===== src/rtl/dbg_msg_emitter_pkg.sv =====
package dbg_msg_emitter_pkg;

  // word index that carries characters
  localparam logic [2:0] WORD_CHAR = 3'd6;

  // strobes from control to datapath, at most one set per cycle
  typedef struct packed {
    logic       dataWr;  // write a scratch half
    logic [2:0] word;    // word index of the write
    logic       charWr;  // append a character
    logic       emit;    // capture an event record
  } strobe_t;

endpackage


===== src/rtl/dbg_msg_emitter_ctrl.sv =====
module dbg_msg_emitter_ctrl
  import dbg_msg_emitter_pkg::*;
#(
  parameter int INSTANCES = 4,
  parameter logic [INSTANCES-1:0] PRESENT = 4'b0001,
  parameter int CLUSTERS = 2,
  parameter int CPUS = 2,
  parameter int ADDR_W = 5 + $clog2(INSTANCES),
  parameter int BANK_W = 2
) (
  input  logic              clk,
  input  logic              rstN,
  input  logic              wValid,
  output logic              wReady,
  input  logic [ADDR_W-1:0] wAddr,
  input  logic [7:0]        wChar,
  input  logic [7:0]        wCluster,
  input  logic [7:0]        wCpu,
  input  logic              evReady,
  output strobe_t           strb,
  output logic [BANK_W-1:0] bank,
  output logic              evValid,
  output logic [31:0]       evSeq,
  output logic [15:0]       evId
);

  localparam int INST_W = ADDR_W - 5;
  localparam logic [7:0] CLUSTER_LIM = 8'(CLUSTERS);
  localparam logic [7:0] CPU_LIM = 8'(CPUS);

  logic [INST_W-1:0] instSel;
  logic [2:0]        word;
  logic              instOk, idOk, hit, isNul, stall, accept;

  assign instSel = wAddr[5 +: INST_W];
  assign word    = wAddr[4:2];
  assign instOk  = PRESENT[instSel];
  assign idOk    = (wCluster < CLUSTER_LIM) && (wCpu < CPU_LIM);
  assign hit     = wValid && instOk && idOk;
  assign isNul   = hit && (word == WORD_CHAR) && (wChar == 8'd0);
  assign stall   = evValid && !evReady;
  assign wReady  = !(isNul && stall);
  assign accept  = wValid && wReady;
  assign bank    = BANK_W'(int'(wCluster) * CPUS + int'(wCpu));

  always_comb begin
    strb        = '0;
    strb.word   = word;
    strb.dataWr = accept && hit && (word < WORD_CHAR);
    strb.charWr = accept && hit && (word == WORD_CHAR) && (wChar != 8'd0);
    strb.emit   = accept && isNul;
  end

  always_ff @(posedge clk) begin
    if (!rstN) begin
      evValid <= 1'b0;
      evSeq   <= '0;
      evId    <= '0;
    end else begin
      if (strb.emit) begin
        evValid <= 1'b1;
        evSeq   <= evSeq + 32'd1;
        evId    <= {wCluster, wCpu};
      end else if (evReady) begin
        evValid <= 1'b0;
      end
    end
  end


  stall_hold_chk: assert property (@(posedge clk) disable iff (!rstN)
    evValid && !evReady |=> evValid && $stable(evSeq) && $stable(evId));


  seq_step_chk: assert property (@(posedge clk) disable iff (!rstN)
    strb.emit |=> evSeq == $past(evSeq) + 32'd1);


  held_only_pending_chk: assert property (@(posedge clk) disable iff (!rstN)
    wValid && !wReady |-> evValid && !evReady);


  strobe_excl_chk: assert property (@(posedge clk) disable iff (!rstN)
    $onehot0({strb.dataWr, strb.charWr, strb.emit}));

endmodule


===== src/rtl/dbg_msg_emitter_dp.sv =====
module dbg_msg_emitter_dp
  import dbg_msg_emitter_pkg::*;
#(
  parameter int BANKS = 4,
  parameter int BANK_W = 2,
  parameter int DEPTH = 64,
  parameter int LEN_W = $clog2(DEPTH + 2)
) (
  input  logic                 clk,
  input  logic                 rstN,
  input  strobe_t              strb,
  input  logic [BANK_W-1:0]    bank,
  input  logic [31:0]          wData,
  output logic [63:0]          evData0,
  output logic [63:0]          evData1,
  output logic [63:0]          evData2,
  output logic [DEPTH*8-1:0]   evMsg,
  output logic [LEN_W-1:0]     evLen,
  output logic                 evOverflow
);

  localparam int PTR_W = (DEPTH > 1) ? $clog2(DEPTH) : 1;
  localparam logic [LEN_W-1:0] CAP = LEN_W'(DEPTH);

  logic [63:0]      scratch [BANKS][3];
  logic [7:0]       msgMem  [BANKS][DEPTH];
  logic [LEN_W-1:0] cnt     [BANKS];
  logic             ovf     [BANKS];
  logic [DEPTH*8-1:0] msgNext;

  // scratch registers, counters and flags
  always_ff @(posedge clk) begin
    if (!rstN) begin
      for (int b = 0; b < BANKS; b++) begin
        for (int r = 0; r < 3; r++) scratch[b][r] <= '0;
        cnt[b] <= '0;
        ovf[b] <= 1'b0;
      end
    end else begin
      for (int b = 0; b < BANKS; b++) begin
        if (bank == BANK_W'(b)) begin
          if (strb.dataWr) begin
            for (int r = 0; r < 3; r++) begin
              if (strb.word[2:1] == 2'(r)) begin
                if (strb.word[0]) scratch[b][r][63:32] <= wData;
                else              scratch[b][r][31:0]  <= wData;
              end
            end
          end
          if (strb.charWr) begin
            if (cnt[b] < CAP) cnt[b] <= cnt[b] + 1'b1;
            else              ovf[b] <= 1'b1;
          end
          if (strb.emit) begin
            cnt[b] <= '0;
            ovf[b] <= 1'b0;
          end
        end
      end
    end
  end

  // character storage, no reset needed: the counter masks stale bytes
  always_ff @(posedge clk) begin
    for (int b = 0; b < BANKS; b++) begin
      if (strb.charWr && bank == BANK_W'(b) && cnt[b] < CAP)
        msgMem[b][cnt[b][PTR_W-1:0]] <= wData[7:0];
    end
  end

  always_comb begin
    for (int i = 0; i < DEPTH; i++)
      msgNext[i*8 +: 8] = (LEN_W'(i) < cnt[bank]) ? msgMem[bank][i] : 8'd0;
  end

  always_ff @(posedge clk) begin
    if (!rstN) begin
      evData0    <= '0;
      evData1    <= '0;
      evData2    <= '0;
      evMsg      <= '0;
      evLen      <= '0;
      evOverflow <= 1'b0;
    end else if (strb.emit) begin
      evData0    <= scratch[bank][0];
      evData1    <= scratch[bank][1];
      evData2    <= scratch[bank][2];
      evMsg      <= msgNext;
      evLen      <= cnt[bank] + 1'b1;
      evOverflow <= ovf[bank];
    end
  end

  generate
    for (genvar g = 0; g < BANKS; g++) begin : g_bankChk

      cap_chk: assert property (@(posedge clk) disable iff (!rstN)
        cnt[g] <= CAP);

      clear_after_emit_chk: assert property (@(posedge clk) disable iff (!rstN)
        strb.emit && bank == BANK_W'(g) |=> cnt[g] == '0 && !ovf[g]);
    end
  endgenerate


  ovf_len_chk: assert property (@(posedge clk) disable iff (!rstN)
    evOverflow |-> evLen == CAP + 1'b1);


  len_nonzero_chk: assert property (@(posedge clk) disable iff (!rstN)
    strb.emit |=> evLen != '0);

endmodule


===== src/rtl/dbg_msg_emitter.sv =====
module dbg_msg_emitter
  import dbg_msg_emitter_pkg::*;
#(
  parameter int INSTANCES = 4,
  parameter logic [INSTANCES-1:0] PRESENT = 4'b0001,
  parameter int CLUSTERS = 2,
  parameter int CPUS = 2,
  parameter int DEPTH = 64,
  parameter int ADDR_W = 5 + $clog2(INSTANCES),
  parameter int LEN_W = $clog2(DEPTH + 2)
) (
  input  logic               clk,
  input  logic               rstN,
  input  logic               wValid,
  output logic               wReady,
  input  logic [ADDR_W-1:0]  wAddr,
  input  logic [31:0]        wData,
  input  logic [7:0]         wCluster,
  input  logic [7:0]         wCpu,
  output logic               evValid,
  input  logic               evReady,
  output logic [31:0]        evSeq,
  output logic [15:0]        evId,
  output logic [63:0]        evData0,
  output logic [63:0]        evData1,
  output logic [63:0]        evData2,
  output logic [DEPTH*8-1:0] evMsg,
  output logic [LEN_W-1:0]   evLen,
  output logic               evOverflow
);

  localparam int BANKS  = CLUSTERS * CPUS;
  localparam int BANK_W = (BANKS > 1) ? $clog2(BANKS) : 1;

  strobe_t           strb;
  logic [BANK_W-1:0] bank;

  dbg_msg_emitter_ctrl #(
    .INSTANCES(INSTANCES), .PRESENT(PRESENT), .CLUSTERS(CLUSTERS),
    .CPUS(CPUS), .ADDR_W(ADDR_W), .BANK_W(BANK_W)
  ) u_ctrl (
    .clk(clk), .rstN(rstN), .wValid(wValid), .wReady(wReady),
    .wAddr(wAddr), .wChar(wData[7:0]), .wCluster(wCluster), .wCpu(wCpu),
    .evReady(evReady), .strb(strb), .bank(bank),
    .evValid(evValid), .evSeq(evSeq), .evId(evId)
  );

  dbg_msg_emitter_dp #(
    .BANKS(BANKS), .BANK_W(BANK_W), .DEPTH(DEPTH), .LEN_W(LEN_W)
  ) u_dp (
    .clk(clk), .rstN(rstN), .strb(strb), .bank(bank), .wData(wData),
    .evData0(evData0), .evData1(evData1), .evData2(evData2),
    .evMsg(evMsg), .evLen(evLen), .evOverflow(evOverflow)
  );

endmodule


===== config.mk =====
export PLATFORM = sky130hd
export DESIGN_NAME = dbg_msg_emitter
export DESIGN_NICKNAME = d
export VERILOG_FILES = /design/src/rtl/dbg_msg_emitter_pkg.sv /design/src/rtl/dbg_msg_emitter_ctrl.sv /design/src/rtl/dbg_msg_emitter_dp.sv /design/src/rtl/dbg_msg_emitter.sv
export SDC_FILE = /design/constraint.sdc
export NUM_CORES = 2
export LEC_CHECK = 0
export CAP_MARGIN = 20
export CORE_AREA = 2 2 524 579
export DETAILED_ROUTE_END_ITERATION = 8
export DIE_AREA = 0 0 526 581
export DONT_BUFFER_PORTS = 1
export PLACE_DENSITY_LB_ADDON = 0.3
export SETUP_SLACK_MARGIN = 0.4
export SLEW_MARGIN = 0
export SYNTH_ARGS = -nofsm -noshare
export SYNTH_HDL_FRONTEND = slang
export SYNTH_SLANG_ARGS = --single-unit
export TNS_END_PERCENT = 100

===== constraint.sdc =====
create_clock -name clk -period 7.25 [get_ports clk]
set_clock_uncertainty 0.1 [all_clocks]
set_input_delay 2.175 -clock clk [delete_from_list [all_inputs] [get_ports clk]]
set_output_delay 2.175 -clock clk [all_outputs]
set_load 0.05 [all_outputs]

# After elaboration in Yosys (flattened, before gate mapping)
# Memories as Yosys holds them, arrays and structs flattened. A register that Yosys moved wholly into a read port is not among the register bits.
# Cells that the tools add are included.
[op_classes]
addsub = 7
n_lt_le_gt_ge = 80
eq_ne = 6
mux = 273
bitwise_logic = 44
n_reduce_logical = 37
[ops]
columns = ["op", "n"]
rows = [
  ["$mux 512", 10],
  ["$reduce_or 512->1", 3],
  ["$mux 32", 24],
  ["$mux 8", 68],
  ["$lt 6x7->1 const A", 32],
  ["$demux 8 s6", 4],
  ["$mux 1", 155],
  ["$lt 5x7->1 const A", 16],
  ["$lt 4x7->1 const A", 8],
  ["$mux 7", 8],
  ["$or 1x1->1", 40],
  ["$add 7x1->7 const B", 5],
  ["$add 32x1->32 const B", 1],
  ["$ge 7x7->1 const B", 4],
  ["$lt 3x7->1 const A", 4],
  ["$lt 7x1->1 const B", 4],
  ["$lt 7x7->1 const B", 4],
  ["$not 6->7", 4],
  ["$logic_and 1x1->1", 25],
  ["$lt 8x2->1 const B", 2],
  ["$lt 1x7->1 const A", 2],
  ["$lt 2x7->1 const A", 2],
  ["$logic_not 8->1", 1],
  ["$reduce_bool 8->1", 1],
  ["11 further kinds", 20],
]
[word_totals]
ff_bits = 568
mem_bits_rw = 2848
input_bits = 59
output_inout_bits = 762
word_cells = 456
mem_count = 4
[memory_table]
columns = ["name", "words", "width", "rd", "rd_clocked_by_memory_dff", "wr", "line", "source"]
rows = [
  ["u_dp.msgMem", 4, 512, 1, 0, 1, "dbg_msg_emitter_dp.sv:26", "logic [7:0] msgMem [BANKS][DEPTH];"],
  ["u_dp.scratch", 4, 192, 1, 1, 4, "dbg_msg_emitter_dp.sv:25", "logic [63:0] scratch [BANKS][3];"],
  ["u_dp.cnt", 4, 7, 5, 0, 4, "dbg_msg_emitter_dp.sv:27", "logic [LEN_W-1:0] cnt [BANKS];"],
  ["u_dp.ovf", 4, 1, 1, 1, 4, "dbg_msg_emitter_dp.sv:28", "logic ovf [BANKS];"],
]

# Logic depth before layout (Yosys ltp)
[logic_depth]
word_depth = 20
mapped_depth = 12
ltp_nobuf = 8

# Cells and area by module
# Synthesis repeated with hierarchy kept, for this count alone.
[hier_totals]
hier_cells = 7936
hier_area_um2 = 135975.4
[modules_own_cells]
columns = ["mod", "n_inst", "cells_each", "area_each_um2", "seq_area_each_um2"]
rows = [
  ["dbg_msg_emitter_dp", 1, 7671, 133715.7, 99745.7],
  ["dbg_msg_emitter_ctrl", 1, 265, 2259.7, 980.9],
]

# Worst setup path before layout
# No wires, ideal clock.
[synth_timing]
path_type = "input port to flip-flop"
from = "input wCpu[5]"
to = "memory u_dp.scratch[0][100] (netlist bit) (enable)"
setup_time_ns = 0.466
t_arrival_ns = 5.656
required_time_ns = 6.684
path_slack_ns = 1.028
cell_stages = 5
path_buffers = 0
path_cell_list = "nor4b_1 -> nand4_1 -> nor2_1 -> nand2_1 -> o21ai_0"
[synth_lines]
columns = ["item", "line", "source"]
rows = [
  ["start, declared", "dbg_msg_emitter.sv:19", "input logic [7:0] wCpu,"],
  ["end, declared", "dbg_msg_emitter_dp.sv:25", ""],
]

# Worst setup path after layout
[layout_timing]
from = "input wData[1]"
to = "output wReady"
[layout_between]
elab_chain_cells = 4
[layout_lines]
columns = ["item", "line", "source"]
rows = [
  ["start, declared", "dbg_msg_emitter.sv:17", "input logic [31:0] wData,"],
  ["$logic_not 8->1", "dbg_msg_emitter_ctrl.sv:40", "assign isNul = hit && (word == WORD_CHAR) && (wChar == 8'd0);"],
  ["$logic_and 1x1->1", "dbg_msg_emitter_ctrl.sv:40", ""],
  ["$logic_and 1x1->1", "dbg_msg_emitter_ctrl.sv:42", "assign wReady = !(isNul && stall);"],
  ["$logic_not 1->1", "dbg_msg_emitter_ctrl.sv:42", ""],
  ["end, declared", "dbg_msg_emitter.sv:15", "output logic wReady,"],
]
# Every way passes these cells.

==> run metrics <==
post-CTS resize count=0; Placed Area=roughly 140000 um^2; 1st-iter DRT viols=roughly 8500; Port Buffers=0; fmax=157 MHz; Worst Tran Pin Value=approximately 1.5 ns; Hold Fails Final Rpt=0; Reg clk slew, reported paths=0.06 ns; Syn Area/Cell=about 17 um^2; Overflow after GRT=0; vias in the first global route=a little over 70000; GPL Wtd Cong=roughly 0.9; Die ar.=between 300000 and 400000 um^2; crit share post-route=0.879; clk_lat worst skew=about 0.97 ns; CTS tree=done; critical path capture point type=output port; initial antenna violation count=15; CTS Buf Count=~360; RSZ-0062 raised after global routing=false; first-pass GRT wire length=~550000 um; maximum number of pins on one net before global-route repair=about 270; max_cap viols=0; Worst Hold Margin=0.398 ns; gate count after technology mapping=between 7000 and 8000; worst vdd ir=~0.00025 V; status=finished with violations; commonest non-fill, non-tap cell in the layout=edfxtp_1; Leak=just under 0.05 uW; slowest CP cell=or4_1; Final Slew Violations=16; commonest cells after routing, fill and taps aside=2845 x edfxtp_1, 764 x dfxtp_1, 705 x mux4_2, 575 x nand2_1, 536 x nor2_1; total length of routed wires=~390000 um; total power=43300 uW; gr usage total=0.252; largest fanout on the critical path=270; fraction of layout instances using a drive strength above 1=0.198; average vias per placed instance=between 5 and 6; DRC Markers=0; R2R setup slack=3.18 ns; Tmin final=~6.4 ns; CTS H-Tree Depth=5; Antenna Nets Post-Route=0; synthesized area=about 130000 um^2; Max-slew headroom=-0.00572; cell area after layout=~150000 um^2; Critical Path RT=around 5.0 ns; failing checks=slew limit; startpoint types=primary input; HP Class=register to register; Setup violations, final=0; I/O Pins=roughly 820; Die W=526 um; Synth Warn #=0; Clock Sinks=around 3600; die span in y=581 um; std cell rows=211; CTS root buf=clkbuf_16; Filler Cell Count=between 20000 and 25000; slowest stage delay, CP=around 0.83 ns; Syn Nets=between 7000 and 8000; P&R area growth vs syn=13.3%; Max Root-Sink Buffers=4; core area=between 200000 and 300000 um^2; Pre-Repair DR Iteration Count=6; critical path, cell by cell=or4_1 -> nor2_1 -> nand3_1 -> buf_4; routed len/inst=approximately 32 um; Primary FF master, synth=edfxtp_1; setup TNS=0 ns; starting density of the core=0.449; CTS hold repair buffers=0; EDFF count, synth=~2800; Crit Path Class=primary input to output port; Cell variety after synth=66; asr flop ratio synth=0; Post-CTS Setup Repair Bufs=0; DP Wirelength=about 240000 um; P per Cell Area=about 280 nW/um^2; worst path arrival time=between 4 and 5 ns; post-synthesis register bit count=about 3600; Nets=about 7900; sequential area share after synthesis=0.750; total number of vias=72000
-- kinds of logic (layout without fill, tap and decap cells) --
logic type | Yosys count | in the layout | synth area share
AO/OA/AOI/OAI | 849 | 849 | 0.0410
XOR/XNOR | 49 | 49 | 0.00325
adder cells (fa/ha/maj) | 6 | 6 | 0.000559
buffers and inverters | 517 | 961 | 0.0157
flip-flops | 3609 | 3609 | 0.750
multiplexers | 725 | 725 | 0.120
other | 0 | 8 | 0
AND/OR/NAND/NOR | 1978 | 1978 | 0.0699
-- stage by stage --
stage / setup WS, ns / cells / utilization
2_1_floorplan: 1.03 / 7733 / -
3_3_place_gp: 0.664 / 11400 / 0.467
3_5_place_dp: 0.604 / 11400 / 0.467
4_1_cts: 0.895 / 12100 / 0.508
5_1_grt: 0.896 / 12100 / 0.508
6_report: 0.880 / 12100 / 0.508
-- per-layer routing --
| layer | routed length, um | global-route usage | vias to the layer above |
|---|---|---|---|
| met4 | 16400 | 0.0954 | 10 |
| met5 | 67 | 0 | - |
| li1 | - | - | 30300 |
| met3 | 45900 | 0.0938 | 635 |
| met2 | 189000 | 0.408 | 3430 |
| met1 | 142000 | 0.308 | 37700 |
-- worst paths after layout --
kind / start / to / depth (start not counted)
setup / recovery: wData[1] / wReady / 4
hold / removal: u_dp.ovf[0] / u_dp.ovf[0] / 2
setup reg to reg: u_ctrl.evValid / u_dp.evData0[21] / 8
hold reg to reg: u_dp.ovf[0] / u_dp.ovf[0] / 2
-- registers in the layout (all words and copies together), names as in the netlist --
| name | count |
|---|---|
| u_dp.evData1 | 64 |
| u_dp.scratch | 768 |
| u_dp.evData2 | 64 |
| u_ctrl.evSeq | 32 |
| u_dp.ovf | 4 |
| u_ctrl.evId | 16 |
| u_dp.msgMem | 2048 |
| u_dp.evData0 | 64 |
| u_dp.evMsg | 512 |
| u_dp.evOverflow | 1 |
| u_ctrl.evValid | 1 |
| u_dp.cnt | 28 |
| u_dp.evLen | 7 |
-- layout make-up --
type,count,area (um^2),area share
antenna,8,20.0,0.000132
clock buffer,515,10300,0.0680
clock inverter,160,1850,0.0122
inverter,13,56.3,0.000370
multi-input combinational,3607,31900,0.210
sequential,3609,101000,0.662
tap,3940,4930,0.0324
timing repair buffer,273,2350,0.0154
-- cell usage after synthesis (6+ instances only) --
master / instances / area share
clkbuf_1: 340 / 0.0095
nor4_1: 6 / 0.00028
nand3_1: 247 / 0.0092
mux2i_1: 17 / 0.0013
nor3_1: 24 / 0.00089
inv_1: 13 / 0.00036
or3b_2: 9 / 0.00059
buf_2: 50 / 0.0019
nand2_1: 578 / 0.016
edfxtp_1: 2845 / 0.64
o211ai_1: 8 / 0.00045
xnor2_1: 35 / 0.0023
or4_1: 10 / 0.00056
mux4_2: 705 / 0.12
nand4_1: 26 / 0.0012
o21ai_0: 81 / 0.0030
nor2b_1: 14 / 0.00065
dfxtp_1: 764 / 0.11
a22o_1: 176 / 0.011
or2_2: 7 / 0.00033
and2_1: 432 / 0.020
a21oi_1: 348 / 0.013
o21ai_1: 13 / 0.00048
a22oi_1: 186 / 0.010
ha_1: 6 / 0.00056
or3_1: 12 / 0.00056
buf_1: 86 / 0.0024
and3_1: 18 / 0.00084
nor2_1: 546 / 0.015
buf_4: 27 / 0.0015
nand2b_1: 6 / 0.00028
xor2_1: 13 / 0.00085
a211oi_1: 8 / 0.00045
nand3b_1: 15 / 0.00084
-- power breakdown --
part | switching [uW] | total [uW] | internal (uW)
clock | 8070 | 19000 | 11000
combinational | 1010 | 1660 | 653
sequential | 71.2 | 22600 | 22500
total | 9150 | 43300 | 34100
-- worst max-delay path: cells and delay by family --
kind	cells	cell delay, ns
AND/OR/NAND/NOR	3	1.27
buffers and inverters	1	0.27
No activity file was read; power rests on OpenSTA's default activity.
